===== src/rtl/pcipar_pkg.sv =====
package pcipar_pkg;

    typedef enum logic [0:0] {
        PH_IDLE = 1'b0,
        PH_DATA = 1'b1
    } bus_ph_e;

    typedef struct packed {
        bus_ph_e ph;
        logic    wr;
    } trk_s;

    typedef struct packed {
        logic par;
        logic oe;
        logic chk_a;
        logic chk_d;
        logic perr_a;
        logic perr_d;
    } drv_s;

    localparam trk_s TRK_RST = '{ph: PH_IDLE, wr: 1'b0};
    localparam drv_s DRV_RST = '0;

endpackage


===== src/rtl/pcipar_xor_tree.sv =====
module pcipar_xor_tree #(
    parameter int W = 36
) (
    input  logic [W-1:0] bits_i,
    output logic         odd_o
);
    localparam int LV = (W > 1) ? $clog2(W) : 0;
    localparam int P  = 1 << LV;

    for (genvar l = 0; l <= LV; l++) begin : g_lv
        logic [(P >> l)-1:0] v;
        if (l == 0) begin : g_leaf
            for (genvar i = 0; i < P; i++) begin : g_in
                if (i < W) begin : g_bit
                    assign v[i] = bits_i[i];
                end else begin : g_pad
                    assign v[i] = 1'b0;
                end
            end
        end else begin : g_node
            for (genvar i = 0; i < (P >> l); i++) begin : g_x
                assign v[i] = g_lv[l-1].v[2*i] ^ g_lv[l-1].v[2*i+1];
            end
        end
    end

    assign odd_o = g_lv[LV].v[0];

endmodule


===== src/rtl/pcipar_phase_trk.sv =====
module pcipar_phase_trk
    import pcipar_pkg::*;
(
    input  logic clk,
    input  logic rst_n,
    input  logic frame_n,
    input  logic irdy_n,
    input  logic trdy_n,
    input  logic stop_n,
    input  logic cmd_wr,
    output logic addr_ph,
    output logic data_ph,
    output logic dir_wr
);
    trk_s trk_d, trk_q;
    logic bus_idle;
    logic last_done;

    always_comb begin
        trk_d     = trk_q;
        bus_idle  = frame_n && irdy_n;
        addr_ph   = (trk_q.ph == PH_IDLE) && !frame_n;
        data_ph   = (trk_q.ph == PH_DATA) && !bus_idle;
        dir_wr    = trk_q.wr;
        last_done = data_ph && frame_n && !irdy_n && (!trdy_n || !stop_n);
        if (addr_ph) begin
            trk_d.ph = PH_DATA;
            trk_d.wr = cmd_wr;
        end else if ((trk_q.ph == PH_DATA) && (last_done || bus_idle)) begin
            trk_d.ph = PH_IDLE;
        end
    end

    always_ff @(posedge clk) begin
        if (!rst_n) trk_q <= TRK_RST;
        else        trk_q <= trk_d;
    end

endmodule


===== src/rtl/pcipar_drv_chk.sv =====
module pcipar_drv_chk
    import pcipar_pkg::*;
(
    input  logic clk,
    input  logic rst_n,
    input  logic calc_par,
    input  logic par_in,
    input  logic drive_now,
    input  logic chk_addr_now,
    input  logic chk_data_now,
    output logic par_out,
    output logic par_oe,
    output logic addr_perr,
    output logic data_perr
);
    drv_s drv_d, drv_q;
    logic mismatch;

    always_comb begin
        mismatch     = par_in ^ drv_q.par;
        drv_d        = drv_q;
        drv_d.par    = calc_par;
        drv_d.oe     = drive_now;
        drv_d.chk_a  = chk_addr_now;
        drv_d.chk_d  = chk_data_now;
        drv_d.perr_a = drv_q.chk_a && mismatch;
        drv_d.perr_d = drv_q.chk_d && mismatch;
    end

    always_ff @(posedge clk) begin
        if (!rst_n) drv_q <= DRV_RST;
        else        drv_q <= drv_d;
    end

    assign par_out   = drv_q.par;
    assign par_oe    = drv_q.oe;
    assign addr_perr = drv_q.perr_a;
    assign data_perr = drv_q.perr_d;

endmodule


===== src/rtl/pcipar_top.sv =====
module pcipar_top #(
    parameter int AD_W = 32,
    parameter int BE_W = 4
) (
    input  logic            clk,
    input  logic            rst_n,
    input  logic [AD_W-1:0] ad_i,
    input  logic [BE_W-1:0] cbe_n_i,
    input  logic            frame_n_i,
    input  logic            irdy_n_i,
    input  logic            trdy_n_i,
    input  logic            stop_n_i,
    input  logic            mst_own_i,
    input  logic            tgt_sel_i,
    input  logic            par_i,
    output logic            par_o,
    output logic            par_oe_o,
    output logic            addr_perr_o,
    output logic            data_perr_o
);
    localparam int BUS_W = AD_W + BE_W;

    logic bus_odd;
    logic addr_ph, data_ph, dir_wr;
    logic drive_now, chk_addr_now, chk_data_now;

    pcipar_xor_tree #(.W(BUS_W)) u_tree (
        .bits_i ({cbe_n_i, ad_i}),
        .odd_o  (bus_odd)
    );

    pcipar_phase_trk u_trk (
        .clk     (clk),
        .rst_n   (rst_n),
        .frame_n (frame_n_i),
        .irdy_n  (irdy_n_i),
        .trdy_n  (trdy_n_i),
        .stop_n  (stop_n_i),
        .cmd_wr  (cbe_n_i[0]),
        .addr_ph (addr_ph),
        .data_ph (data_ph),
        .dir_wr  (dir_wr)
    );

    always_comb begin
        drive_now    = (addr_ph && mst_own_i)
                     || (data_ph && ((mst_own_i && dir_wr) || (tgt_sel_i && !dir_wr)));
        chk_addr_now = addr_ph && !mst_own_i;
        chk_data_now = data_ph && ((tgt_sel_i && dir_wr && !irdy_n_i)
                                || (mst_own_i && !dir_wr && !trdy_n_i));
    end

    pcipar_drv_chk u_dc (
        .clk          (clk),
        .rst_n        (rst_n),
        .calc_par     (bus_odd),
        .par_in       (par_i),
        .drive_now    (drive_now),
        .chk_addr_now (chk_addr_now),
        .chk_data_now (chk_data_now),
        .par_out      (par_o),
        .par_oe       (par_oe_o),
        .addr_perr    (addr_perr_o),
        .data_perr    (data_perr_o)
    );

endmodule


===== config.mk =====
export PLATFORM = sky130hd
export DESIGN_NAME = pcipar_top
export DESIGN_NICKNAME = d
export VERILOG_FILES = /design/src/rtl/pcipar_pkg.sv /design/src/rtl/pcipar_xor_tree.sv /design/src/rtl/pcipar_phase_trk.sv /design/src/rtl/pcipar_drv_chk.sv /design/src/rtl/pcipar_top.sv
export SDC_FILE = /design/constraint.sdc
export NUM_CORES = 1
export LEC_CHECK = 0
export ABC_AREA = 1
export BUFFER_PORTS_ARGS = -buffer_cell sky130_fd_sc_hd__clkbuf_2
export CORE_MARGIN = 2
export CORE_UTILIZATION = 47
export CTS_BUF_LIST = sky130_fd_sc_hd__clkbuf_16
export DETAILED_ROUTE_END_ITERATION = 16
export PLACE_DENSITY = 0.9
export REMOVE_ABC_BUFFERS = 1
export SETUP_SLACK_MARGIN = 0.4
export SLEW_MARGIN = 10
export SYNTH_ARGS = -nofsm -noshare
export SYNTH_HDL_FRONTEND = slang
export SYNTH_SLANG_ARGS = --single-unit

===== constraint.sdc =====
create_clock -name clk -period 1.2 [get_ports clk]
set_input_delay 0.24 -clock clk [delete_from_list [all_inputs] [get_ports clk]]
set_output_delay 0.24 -clock clk [all_outputs]
set_load 0.01 [all_outputs]

Yosys cells after proc, flatten, opt, wreduce, memory -nomap -nowiden

Index checks and enable logic that the tools add are counted.

Register bits: 8
Input port bits: 45
Output and inout port bits: 4
Logic and storage cells: 79

Muxes and demuxes: 2
Bitwise operators: 37
Reductions and logical operators: 32

Operators with widths:

| operator           | number |
|---|---|
| bitwise XOR 1 bit  | 36 |
| logical AND 1 bit  | 19 |
| zero test 1 bit    | 7 |
| logical OR 1 bit   | 5 |
| two-way mux 1 bit  | 2 |
| nonzero test 2 bit | 1 |
| inverter 1 bit     | 1 |

Logic depth before layout (Yosys ltp)

Gate-level depths: netlist of run 1.

Depth in word-level cells: 10
Gate-level depth with buffers: 13
Mapped depth without buffers: 13

By module

A second synthesis of run 1 with hierarchy kept.

Cell total of the unflattened synthesis: 228
Area, all modules: 1088.5 sq um

By module, submodules not included:

| module           | times used | cells each | area each (sq um) | seq. area each (sq um) |
|---|---|---|---|---|
| pcipar_xor_tree  | 1          | 177        | 749.5             | 0.0 |
| pcipar_drv_chk   | 1          | 23         | 183.9             | 120.1 |
| pcipar_phase_trk | 1          | 14         | 93.8              | 40.0 |
| pcipar_top       | 1          | 14         | 61.3              | 0.0 |

Worst setup path before layout of run 1

No wires, ideal clock.

Path type: input to register
Start point: input port ad_i[8]
End point: register u_dc.drv_q, in the netlist u_dc.par_out
Library setup time: 0.115 ns
Data arrival time: 0.976 ns
Data required time: 1.085 ns
Slack: 0.109 ns
Stages: 12
Buffers on the path: 0
Cell sequence: nand2_1 > inv_1 > nor2_2 > nand2_1 > nand2_1 > nand2_1 > nand2_2 > inv_2 > nand2_1 > nand3_2 > a21oi_1 > nor2_1

Cells in the longest elaborated chain, start to end: 6

Ends and longest elaborated chain:

| item                           | line                  | RTL |
|---|---|---|
| from (decl)                    | pcipar_top.sv:7       | `input logic [AD_W-1:0] ad_i,` |
| bitwise XOR 1 bit (6 in a row) | pcipar_xor_tree.sv:22 | `assign v[i] = g_lv[l-1].v[2*i] ^ g_lv[l-1].v[2*i+1];` |
| to (signal assigned)           | pcipar_drv_chk.sv:32  | `else drv_q <= drv_d;` |
| to (decl)                      | pcipar_drv_chk.sv:16  | `drv_s drv_d, drv_q;` |

Every way passes these cells.
A chain may end at the register's enable or synchronous reset.

Worst setup path in the final report of run 1

Start point: input port ad_i[0]
End point: register u_dc.drv_q, in the netlist u_dc.par_out

Same word-level chain as after synthesis.

==> impl_metrics.env, run 1 <==
export IMPL_cpMaxStageDelayCell="nor2_2"
export IMPL_start_util_pct=49.7
export IMPL_syn_cell_area_sq_mm=0.00111
export IMPL_syn_to_final_growth_pct=40.8
export IMPL_grt_overflow=0
export IMPL_tightest_slew_ps=247
export IMPL_layout_commonest_cell="nand2_1"
export IMPL_hold_path_depth=2
export IMPL_ctsHoldBuffers=0
export IMPL_max_freq_mhz=909
export IMPL_multi_input_area_sq_um=865
export IMPL_worst_path_largest_cell_delay_ps=120
export IMPL_synth_edf_count=0
export IMPL_ys_flop_type="dfxtp_1"
export IMPL_synth_area_mux_share_pct=0.901
export IMPL_first_pass_iters=4
export IMPL_drt_total_wl_um=2370
export IMPL_fp_dieW_um=52.6
export IMPL_utilization_pct=70.0
export IMPL_power_density_mw_per_mm2=877
export IMPL_htree_levels=1
export IMPL_grt_pass1_wl_um=3640
export IMPL_synth_top_family_by_area="simple AND/OR/NAND/NOR gates"
export IMPL_drive_above_1_share_pct=26.9
export IMPL_synth_xor_area_share_pct=2.36
export IMPL_met3_usage_pct=3.71
export IMPL_synth_async_sr_flop_share_pct=0
export IMPL_min_period_ps=1100
export IMPL_rsz0062_at_grt="true"
export IMPL_synth_simple_area_share_pct=64.8
export IMPL_cellLeakagePower_uw=0.00107
export IMPL_grtUsageMet1_pct=17.8
export IMPL_antenna_found_initial=0
export IMPL_coreArea_sq_mm=0.00223
export IMPL_synth_fa_ha_area_share_pct=0
export IMPL_reg2reg_slack_ps=460
export IMPL_seqPwrFrac_pct=21.7
export IMPL_drc=0
export IMPL_reg2reg_to="u_dc.par_oe$_SDFF_PN0_"
export IMPL_share_comb_of_total_power_pct=38.6
export IMPL_synth_area_top_cells="nand2_1 54%, dfxtp_1 14%, inv_1 14%"
export IMPL_path_cells="clkbuf_2, nand2_1, inv_1, nor2_2, nand2_1, nand2_1, nand2_1, nand2_1, nand2_1, nand3_2, nand3_2, nand2_1, nor2_1"
export IMPL_drv_cap=0
export IMPL_grt_max_degree=6
export IMPL_cp_common_cell="nand2_1"
export IMPL_cp_required_ps=1320
export IMPL_maxSlewHeadroom_pct=83.4
export IMPL_final_cell_mix="152 x nand2_1, 42 x clkbuf_2, 38 x inv_1"
export IMPL_cp_max_fo=3
export IMPL_synth_distinct_cells=18
export IMPL_drtIter0Drc=30
export IMPL_cts_path_max_buffers=2
export IMPL_syn_inst=245
export IMPL_hpwlAfterDp_um=1970
export IMPL_gp_congestion=0.778
export IMPL_pwr_share_clk_pct=39.7
export IMPL_swShare_pct=31.7
export IMPL_ys_seq_area_share_pct=14.4
export IMPL_ys_warn_count=0
export IMPL_diodes=0
export IMPL_die_area_sq_mm=0.00277
export IMPL_num_vias=1480
export IMPL_p_int_uw=936
export IMPL_synth_top_area_share_pct=53.7
export IMPL_switchingPower_uw=435
export IMPL_seq_area_sq_um=163
export IMPL_hold_viol=0
export IMPL_grt_busiest_layer="met2"
export IMPL_clock_latency_ps=230
export IMPL_timing_rr_start="u_trk.trk_q[1]$_SDFFE_PN0P_"
export IMPL_final_cells=325
export IMPL_nets=344
export IMPL_die_y_um=52.6
export IMPL_vias_per_cell=4.55
export IMPL_critPathLaunchType="input pin"
export IMPL_setup_viol=0
export IMPL_outcome="finished, final reports clean"
export IMPL_numPlacedInstances=321
export IMPL_irDropWorstVdd_mv=0.904
export IMPL_use_met2_pct=32.3
export IMPL_min_delay_worst_endpoint="u_dc.drv_q[3]$_SDFF_PN0_"
export IMPL_fill_cells=216
export IMPL_grt_pass1_vias=1097
export IMPL_hp_start="mst_own_i"
export IMPL_rows=17
export IMPL_finalCritPeriodShare_pct=91.7
export IMPL_root_buffer="clkbuf_16"
export IMPL_worst_r2r_cell_count=3
export IMPL_ys_seq_elements=8
export IMPL_cp_end_kind="register"
export IMPL_skew_ps=0.886
export IMPL_synth_area_per_cell_sq_um=4.53
export IMPL_maxSlewViolCount=0
export IMPL_hold_path_class="in2reg"
export IMPL_wl_per_cell_um=7.29
export IMPL_arrival_ps=1220
export IMPL_crit_type="in2reg"
export IMPL_synth_area_leader_cell="nand2_1"
export IMPL_antenna_left=0
export IMPL_io_buffers=48
export IMPL_crit_start="ad_i[0]"
export IMPL_clk_pin_slew_ps=40
export IMPL_synth_compound_area_share_pct=3.38
export IMPL_clock_sinks=8
export IMPL_grt_use_total_pct=16.5
export IMPL_cts_tree="yes"
export IMPL_ios=49
export IMPL_cts_buffers=3
==> sequential cells by signal, summed over array words and instances, names as in the netlist <==
name            count
u_trk.trk_q         1
u_dc.drv_q          2
u_dc.addr_perr      1
u_trk.dir_wr        1
u_dc.par_out        1
u_dc.par_oe         1
u_dc.data_perr      1
==> cells in the mapped netlist, types with 2 or more instances <==
library cell	count
dfxtp_1	8
nand2_1	159
inv_1	40
nand2_2	2
a21oi_1	3
nand3_1	4
o21ai_0	2
nor2_1	12
inv_2	2
xnor2_1	2
nor3_1	2
nor2_2	3
==> critical path: cells and delay by family <==
family / cells / cell delay, ps
AND/OR/NAND/NOR: 11 / 840
buffers and inverters: 2 / 160
==> cell type report <==
| class | instances | area share, % |
|---|---|---|
| repair buffers | 49 | 17.0 |
| clock buffers | 3 | 4.80 |
| inverters | 42 | 10.2 |
| multi-input cells | 195 | 55.3 |
| well taps | 28 | 2.24 |
| flip-flops and latches | 8 | 10.4 |
==> stage by stage <==
step	setup TNS, ps	hold WS, ps	area [sq um]	setup slack, ps	total power (uW)
finish	0	204	1560	99.6	1370
global route	-4.75	214	1560	-4.75	1470
CTS	0	204	1470	131	1310
detailed placement	-114	401	1390	-114	759
global placement	-79.7	398	1390	-79.7	751
floorplan	0	312	1110	109	608
==> power by group through the flow <==
stage / sequential, uW / clock, uW / combinational (uW)
finish: 297 / 545 / 529
global route: 299 / 571 / 604
CTS: 297 / 552 / 464
detailed placement: 300 / 0 / 459
global placement: 300 / 0 / 450
floorplan: 305 / 0 / 303
==> layer usage <==
metal	share of wire, %	routed length (um)
met5	0	0
met3	3.9	93
met1	44	1050
met4	0.97	23
met2	51	1200
==> what timing repair did <==
item / 4_1_cts / 5_1_grt
setup buffers: 0 / 1
pin swaps: 4 / 11
cloned: 0 / 0
endpoints found under the setup margin: 5 / 8
gates resized for setup: 3 / 35
==> kinds of logic after synthesis <==
kind of cell,Yosys count
flip-flops,8
buffers and inverters,42
multiplexers,1
XOR/XNOR,3
AND/OR/NAND/NOR,184
AO/OA/AOI/OAI,7
==> worst max path at each step <==
stage | endpoint | slack (ps) | cells after the start
final | u_dc.par_out$_SDFF_PN0_ | 100 | 13
after detailed placement | u_dc.par_out$_SDFF_PN0_ | -110 | 13
after global routing | u_dc.par_out$_SDFF_PN0_ | -5 | 12
after floorplan | u_dc.par_out$_SDFF_PN0_ | 110 | 12
after CTS | u_dc.par_out$_SDFF_PN0_ | 130 | 13
after global placement | u_dc.par_out$_SDFF_PN0_ | -80 | 13
No activity file was read; power rests on OpenSTA's default activity.
==> run 2, diff against run 1 <==
--- a/config.mk
+++ b/config.mk
@@ -8,10 +8,10 @@
 export ABC_AREA = 1
 export BUFFER_PORTS_ARGS = -buffer_cell sky130_fd_sc_hd__clkbuf_2
 export CORE_MARGIN = 2
-export CORE_UTILIZATION = 47
+export CORE_UTILIZATION = 45
 export CTS_BUF_LIST = sky130_fd_sc_hd__clkbuf_16
 export DETAILED_ROUTE_END_ITERATION = 16
-export PLACE_DENSITY = 0.9
+export PLACE_DENSITY = 0.87
 export REMOVE_ABC_BUFFERS = 1
 export SETUP_SLACK_MARGIN = 0.4
 export SLEW_MARGIN = 10
==> run 2 against run 1 <==
Net effect: global-route usage is 1.1 points lower; critical path type unchanged; sequential share of layout area is 0.093 points higher; largest power group unchanged; wire length is 0.17% lower; sequential power hardly changed; highest routed layer is now met3; clock power is 0.9% lower; combinational power is 1% higher.
==> impl_metrics.env, run 2 (same netlist as run 1, synthesis figures left out) <==
export IMPL_cp_required_ps=1360
export IMPL_rsz0062_at_grt="true"
export IMPL_fill_cells=240
export IMPL_antenna_left=0
export IMPL_maxSlewViolCount=0
export IMPL_skew_ps=1.18
export IMPL_outcome="finished, final reports clean"
export IMPL_rows=18
export IMPL_gp_congestion=0.774
export IMPL_cts_buffers=3
export IMPL_worst_path_largest_cell_delay_ps=100
export IMPL_fin_setup_tns_ps=0
export IMPL_hp_start="mst_own_i"
export IMPL_grt_use_total_pct=15.4
export IMPL_min_delay_worst_endpoint="u_dc.drv_q[3]$_SDFF_PN0_"
export IMPL_start_util_pct=46.1
export IMPL_timing_rr_start="u_dc.par_out$_SDFF_PN0_"
export IMPL_cts_path_max_buffers=2
export IMPL_io_buffers=48
export IMPL_coreArea_sq_mm=0.00241
export IMPL_drv_cap=0
export IMPL_cp_common_cell="nand2_1"
export IMPL_wl_per_cell_um=7.25
export IMPL_die_area_sq_mm=0.00288
export IMPL_cpMaxStageDelayCell="buf_8"
export IMPL_cts_tree="yes"
export IMPL_cellLeakagePower_uw=0.00106
export IMPL_syn_to_final_growth_pct=41.7
export IMPL_path_cells="buf_8, nand2_4, inv_2, nor2_4, nand2_1, nand2_1, nand2_1, nand2_2, inv_2, nand2_2, nand3_2, nand3_2, nand2_1, nor2_1"
export IMPL_root_buffer="clkbuf_16"
export IMPL_fp_dieW_um=53.7
export IMPL_hold_viol=0
export IMPL_clk_pin_slew_ps=40
export IMPL_maxSlewHeadroom_pct=83.8
export IMPL_antenna_found_initial=0
export IMPL_clock_latency_ps=230
export IMPL_tightest_slew_ps=242
export IMPL_switchingPower_uw=437
export IMPL_largest_register_ffs=2
export IMPL_finalCritPeriodShare_pct=90.7
export IMPL_p_int_uw=937
export IMPL_setup_viol=0
export IMPL_pwr_share_clk_pct=39.3
export IMPL_crit_type="in2reg"
export IMPL_first_pass_iters=4
export IMPL_drt_total_wl_um=2360
export IMPL_hpwlAfterDp_um=1940
export IMPL_drtIter0Drc=22
export IMPL_power_density_mw_per_mm2=873
export IMPL_htree_levels=1
export IMPL_diodes=0
export IMPL_ios=49
export IMPL_cp_end_kind="register"
export IMPL_seqPwrFrac_pct=21.8
export IMPL_reg2reg_slack_ps=460
export IMPL_drive_above_1_share_pct=30.1
export IMPL_share_comb_of_total_power_pct=38.9
export IMPL_min_period_ps=1090
export IMPL_grt_pass1_vias=1056
export IMPL_clock_sinks=8
export IMPL_grt_pass1_wl_um=3510
export IMPL_post_cts_buffers=0
export IMPL_irDropWorstVdd_mv=1.18
export IMPL_utilization_pct=65.3
export IMPL_reg2reg_to="u_dc.addr_perr$_SDFF_PN0_"
export IMPL_max_freq_mhz=919
export IMPL_worst_r2r_cell_count=3
export IMPL_final_cell_mix="147 x nand2_1, 41 x clkbuf_2, 32 x inv_1"
export IMPL_ctsHoldBuffers=0
export IMPL_grt_max_degree=6
export IMPL_nets=343
export IMPL_grt_overflow=0
export IMPL_arrival_ps=1250
export IMPL_drc=0
export IMPL_cp_max_fo=3
export IMPL_largest_register="u_dc.drv_q"
export IMPL_hold_path_depth=2
export IMPL_swShare_pct=31.8
export IMPL_critPathLaunchType="input pin"
export IMPL_vias_per_cell=4.45
export IMPL_die_y_um=53.7
export IMPL_layout_commonest_cell="nand2_1"
export IMPL_hold_path_class="in2reg"
export IMPL_num_vias=1451
==> run 2: through the flow <==
stage / instances / instance area (sq um) / hold WS, ps / worst slack (ps) / power, uW
6_report: 326 / 1570 / 209 / 112 / 1370
5_1_grt: 326 / 1570 / 212 / -32.0 / 1490
4_1_cts: 326 / 1470 / 201 / 142 / 1310
3_5_place_dp: 323 / 1390 / 404 / -116 / 761
3_3_place_gp: 323 / 1390 / 401 / -84.6 / 750
2_1_floorplan: 245 / 1110 / 312 / 109 / 608
==> run 2: how the worst max path moves through the flow <==
stage / from / endpoint / slack [ps] / depth (start not counted)
floorplan: ad_i[8] / u_dc.par_out$_SDFF_PN0_ / 110 / 12
global placement: ad_i[24] / u_dc.par_out$_SDFF_PN0_ / -80 / 13
detailed placement: ad_i[24] / u_dc.par_out$_SDFF_PN0_ / -120 / 13
CTS: ad_i[8] / u_dc.par_out$_SDFF_PN0_ / 140 / 13
global route: ad_i[9] / u_dc.par_out$_SDFF_PN0_ / -30 / 14
finish: ad_i[9] / u_dc.par_out$_SDFF_PN0_ / 110 / 14
==> run 2: layout make-up <==
class	count	area (sq um)	share of cell area (%)
Timing Repair Buffer	48	269	17.1
Clock buffer	3	75.1	4.77
Inverter	42	158	10.0
Sequential cell	8	165	10.5
Tap cell	30	37.5	2.38
Multi-Input combinational cell	195	870	55.2
==> run 2: power by group through the flow <==
| stage | Sequential (uW) | Combinational, uW | Clock [uW] |
|---|---|---|---|
| after CTS | 296 | 465 | 552 |
| after global placement | 300 | 450 | 0 |
| after floorplan | 305 | 303 | 0 |
| after detailed placement | 301 | 460 | 0 |
| final | 300 | 535 | 540 |
| after global routing | 302 | 614 | 572 |
==> run 2: what timing repair did <==
action | 4_1_cts | 5_1_grt
resized for setup | 1 | 48
pin swaps | 1 | 19
gates cloned | 0 | 0
setup endpoints to repair | 5 | 7
==> run 2: per-layer routing <==
| metal | global-route usage (%) | vias up | wire (um) |
|---|---|---|---|
| met2 | 28.9 | 36 | 1220 |
| met3 | 2.22 | 0 | 103 |
| li1 | - | 822 | - |
| met5 | 0 | - | 0 |
| met4 | 3.85 | 0 | 0 |
| met1 | 17.9 | 593 | 1040 |
==> run 2: critical path, delay by kind of cell <==
kind          cells  cell delay (ps)
simple gates     11              830
buf+inv           3              200
==> run 3, diff against run 2 <==
==> constraint.sdc (replaced) <==
create_clock -name clk -period 1.4 [get_ports clk]
set_input_delay 0.28 -clock clk [delete_from_list [all_inputs] [get_ports clk]]
set_output_delay 0.28 -clock clk [all_outputs]
set_load 0.01 [all_outputs]
==> run 3 against run 2 <==
Net effect: combinational power down 11%; worst setup slack better by 190 ps; clock skew about the same; non-clock buffer count unchanged; cell count stayed put; sequential share of layout area down 0.56 points; clock power is 13% lower; utilization rose by 1.6 points; sequential power shrank 15%; global-route usage up 1.2 points.
==> impl_metrics.env, run 3 (same netlist as run 1, synthesis figures left out) <==
export IMPL_outcome="finished, final reports clean"
export IMPL_drv_cap=0
export IMPL_drc=0
export IMPL_die_y_um=53.7
export IMPL_clock_latency_ps=230
export IMPL_power_density_mw_per_mm2=745
export IMPL_top_layer="met4"
export IMPL_maxSlewViolCount=0
export IMPL_hold_path_class="in2reg"
export IMPL_grt_pass1_vias=1115
export IMPL_fp_dieW_um=53.7
export IMPL_clk_pin_slew_ps=40
export IMPL_start_util_pct=46.1
export IMPL_largest_register="u_dc.drv_q"
export IMPL_reg2reg_slack_ps=600
export IMPL_timing_rr_start="u_trk.dir_wr$_SDFFE_PN0N_"
export IMPL_finalCritPeriodShare_pct=78.6
export IMPL_ctsHoldBuffers=0
export IMPL_grt_use_total_pct=16.5
export IMPL_rows=18
export IMPL_fin_setup_tns_ps=0
export IMPL_first_pass_iters=4
export IMPL_hpwlAfterDp_um=1990
export IMPL_wl_met2_um=1310
export IMPL_antenna_left=0
export IMPL_min_period_ps=1100
export IMPL_nets=343
export IMPL_htree_levels=1
export IMPL_hold_path_depth=2
export IMPL_hp_start="mst_own_i"
export IMPL_syn_to_final_growth_pct=45.2
export IMPL_cp_common_cell="nand2_1"
export IMPL_max_freq_mhz=909
export IMPL_placed_cell_area_sq_mm=0.00139
export IMPL_gp_congestion=0.777
export IMPL_io_buffers=48
export IMPL_arrival_ps=1220
export IMPL_clock_sinks=8
export IMPL_reg2reg_to="u_dc.par_oe$_SDFF_PN0_"
export IMPL_cellLeakagePower_uw=0.00106
export IMPL_critPathBufInv=3
export IMPL_critPathLaunchType="input pin"
export IMPL_drtIter0Drc=14
export IMPL_grt_overflow=0
export IMPL_die_area_sq_mm=0.00288
export IMPL_cts_tree="yes"
export IMPL_diodes=0
export IMPL_wl_met1_um=1040
export IMPL_cp_required_ps=1520
export IMPL_grt_pass1_wl_um=3680
export IMPL_rsz0062_at_grt="true"
export IMPL_antenna_found_initial=0
export IMPL_largest_register_ffs=2
export IMPL_crit_family="simple AND/OR/NAND/NOR gates"
export IMPL_coreArea_sq_mm=0.00241
export IMPL_tightest_slew_ps=255
export IMPL_met3_length_um=130
export IMPL_layout_commonest_cell="nand2_1"
export IMPL_drt_total_wl_um=2500
export IMPL_root_buffer="clkbuf_16"
export IMPL_worst_path_largest_cell_delay_ps=140
export IMPL_grt_max_degree=6
export IMPL_drive_above_1_share_pct=33.8
export IMPL_vias_per_cell=4.50
export IMPL_power_total_uw=1200
export IMPL_crit_type="in2reg"
export IMPL_cp_max_fo=3
export IMPL_min_delay_worst_endpoint="u_dc.drv_q[3]$_SDFF_PN0_"
export IMPL_ios=49
export IMPL_num_vias=1468
export IMPL_skew_ps=1.07
export IMPL_wl_per_cell_um=7.68
export IMPL_hold_viol=0
export IMPL_cp_end_kind="register"
export IMPL_cpMaxStageDelayCell="a21oi_2"
export IMPL_setup_viol=0
export IMPL_cts_path_max_buffers=2
export IMPL_irDropWorstVdd_mv=0.816
export IMPL_maxSlewHeadroom_pct=82.8
export IMPL_worst_r2r_cell_count=2
export IMPL_cts_buffers=3
export IMPL_final_cell_mix="138 x nand2_1, 41 x clkbuf_2, 28 x inv_1"
export IMPL_path_cells="buf_8, nand2_4, inv_2, nor2_2, nand2_1, nand2_1, nand2_1, nand2_2, inv_2, nand2_2, nand3_2, a21oi_2, nor2_1"
export IMPL_stdcell_area_sq_mm=0.00161
run 3: worst max-delay path by stage:
stage | slack [ps] | depth (start not counted) | from | endpoint
2_1_floorplan | 270 | 12 | ad_i[8] | u_dc.par_out$_SDFF_PN0_
3_3_place_gp | 70 | 13 | ad_i[24] | u_dc.par_out$_SDFF_PN0_
3_5_place_dp | 60 | 13 | ad_i[25] | u_dc.par_out$_SDFF_PN0_
4_1_cts | 300 | 13 | ad_i[25] | u_dc.par_out$_SDFF_PN0_
5_1_grt | 200 | 14 | ad_i[4] | u_dc.par_out$_SDFF_PN0_
6_report | 300 | 13 | ad_i[9] | u_dc.par_out$_SDFF_PN0_
run 3: timing repair:
action | in CTS | in global routing
gates resized for setup | 0 | 66
endpoints found under the setup margin | 1 | 2
pin swaps | 1 | 42
endpoints found under the hold margin | 0 | 0
setup buffers | 0 | 0
run 3: layout make-up:
type / instances / area, sq um
fillers: 263 / 797
clock buffers: 3 / 75.1
multi-input cells: 195 / 900
well taps: 30 / 37.5
inverters: 42 / 163
repair buffers: 48 / 278
flip-flops and latches: 8 / 160
run 3: where the power goes:
part | leakage, uW | internal, uW | switching (uW)
Clock | 0.0000370 | 367 | 103
Combinational | 0.000956 | 201 | 274
Sequential | 0.0000656 | 245 | 9.80
run 3: worst register-to-register path, stage by stage (launching register included):
cell	delay, ps
dfxtp_1	390
mux2i_1	210
o22ai_1	90
run 3: stage by stage:
stage / util (%) / worst slack, ps / hold WS, ps / instances
2_1_floorplan: - / 269 / 352 / 245
3_3_place_gp: 57.6 / 74.5 / 401 / 323
3_5_place_dp: 57.6 / 57.8 / 404 / 323
4_1_cts: 60.7 / 303 / 248 / 326
5_1_grt: 66.9 / 200 / 262 / 326
6_report: 66.9 / 300 / 248 / 326
run 3: routing by layer:
| layer | GRT usage, % | up-vias |
|---|---|---|
| li1 | - | 824 |
| met1 | 17.4 | 604 |
| met2 | 32.3 | 38 |
| met3 | 3.06 | 2 |
| met4 | 5.13 | 0 |
| met5 | 0 | - |
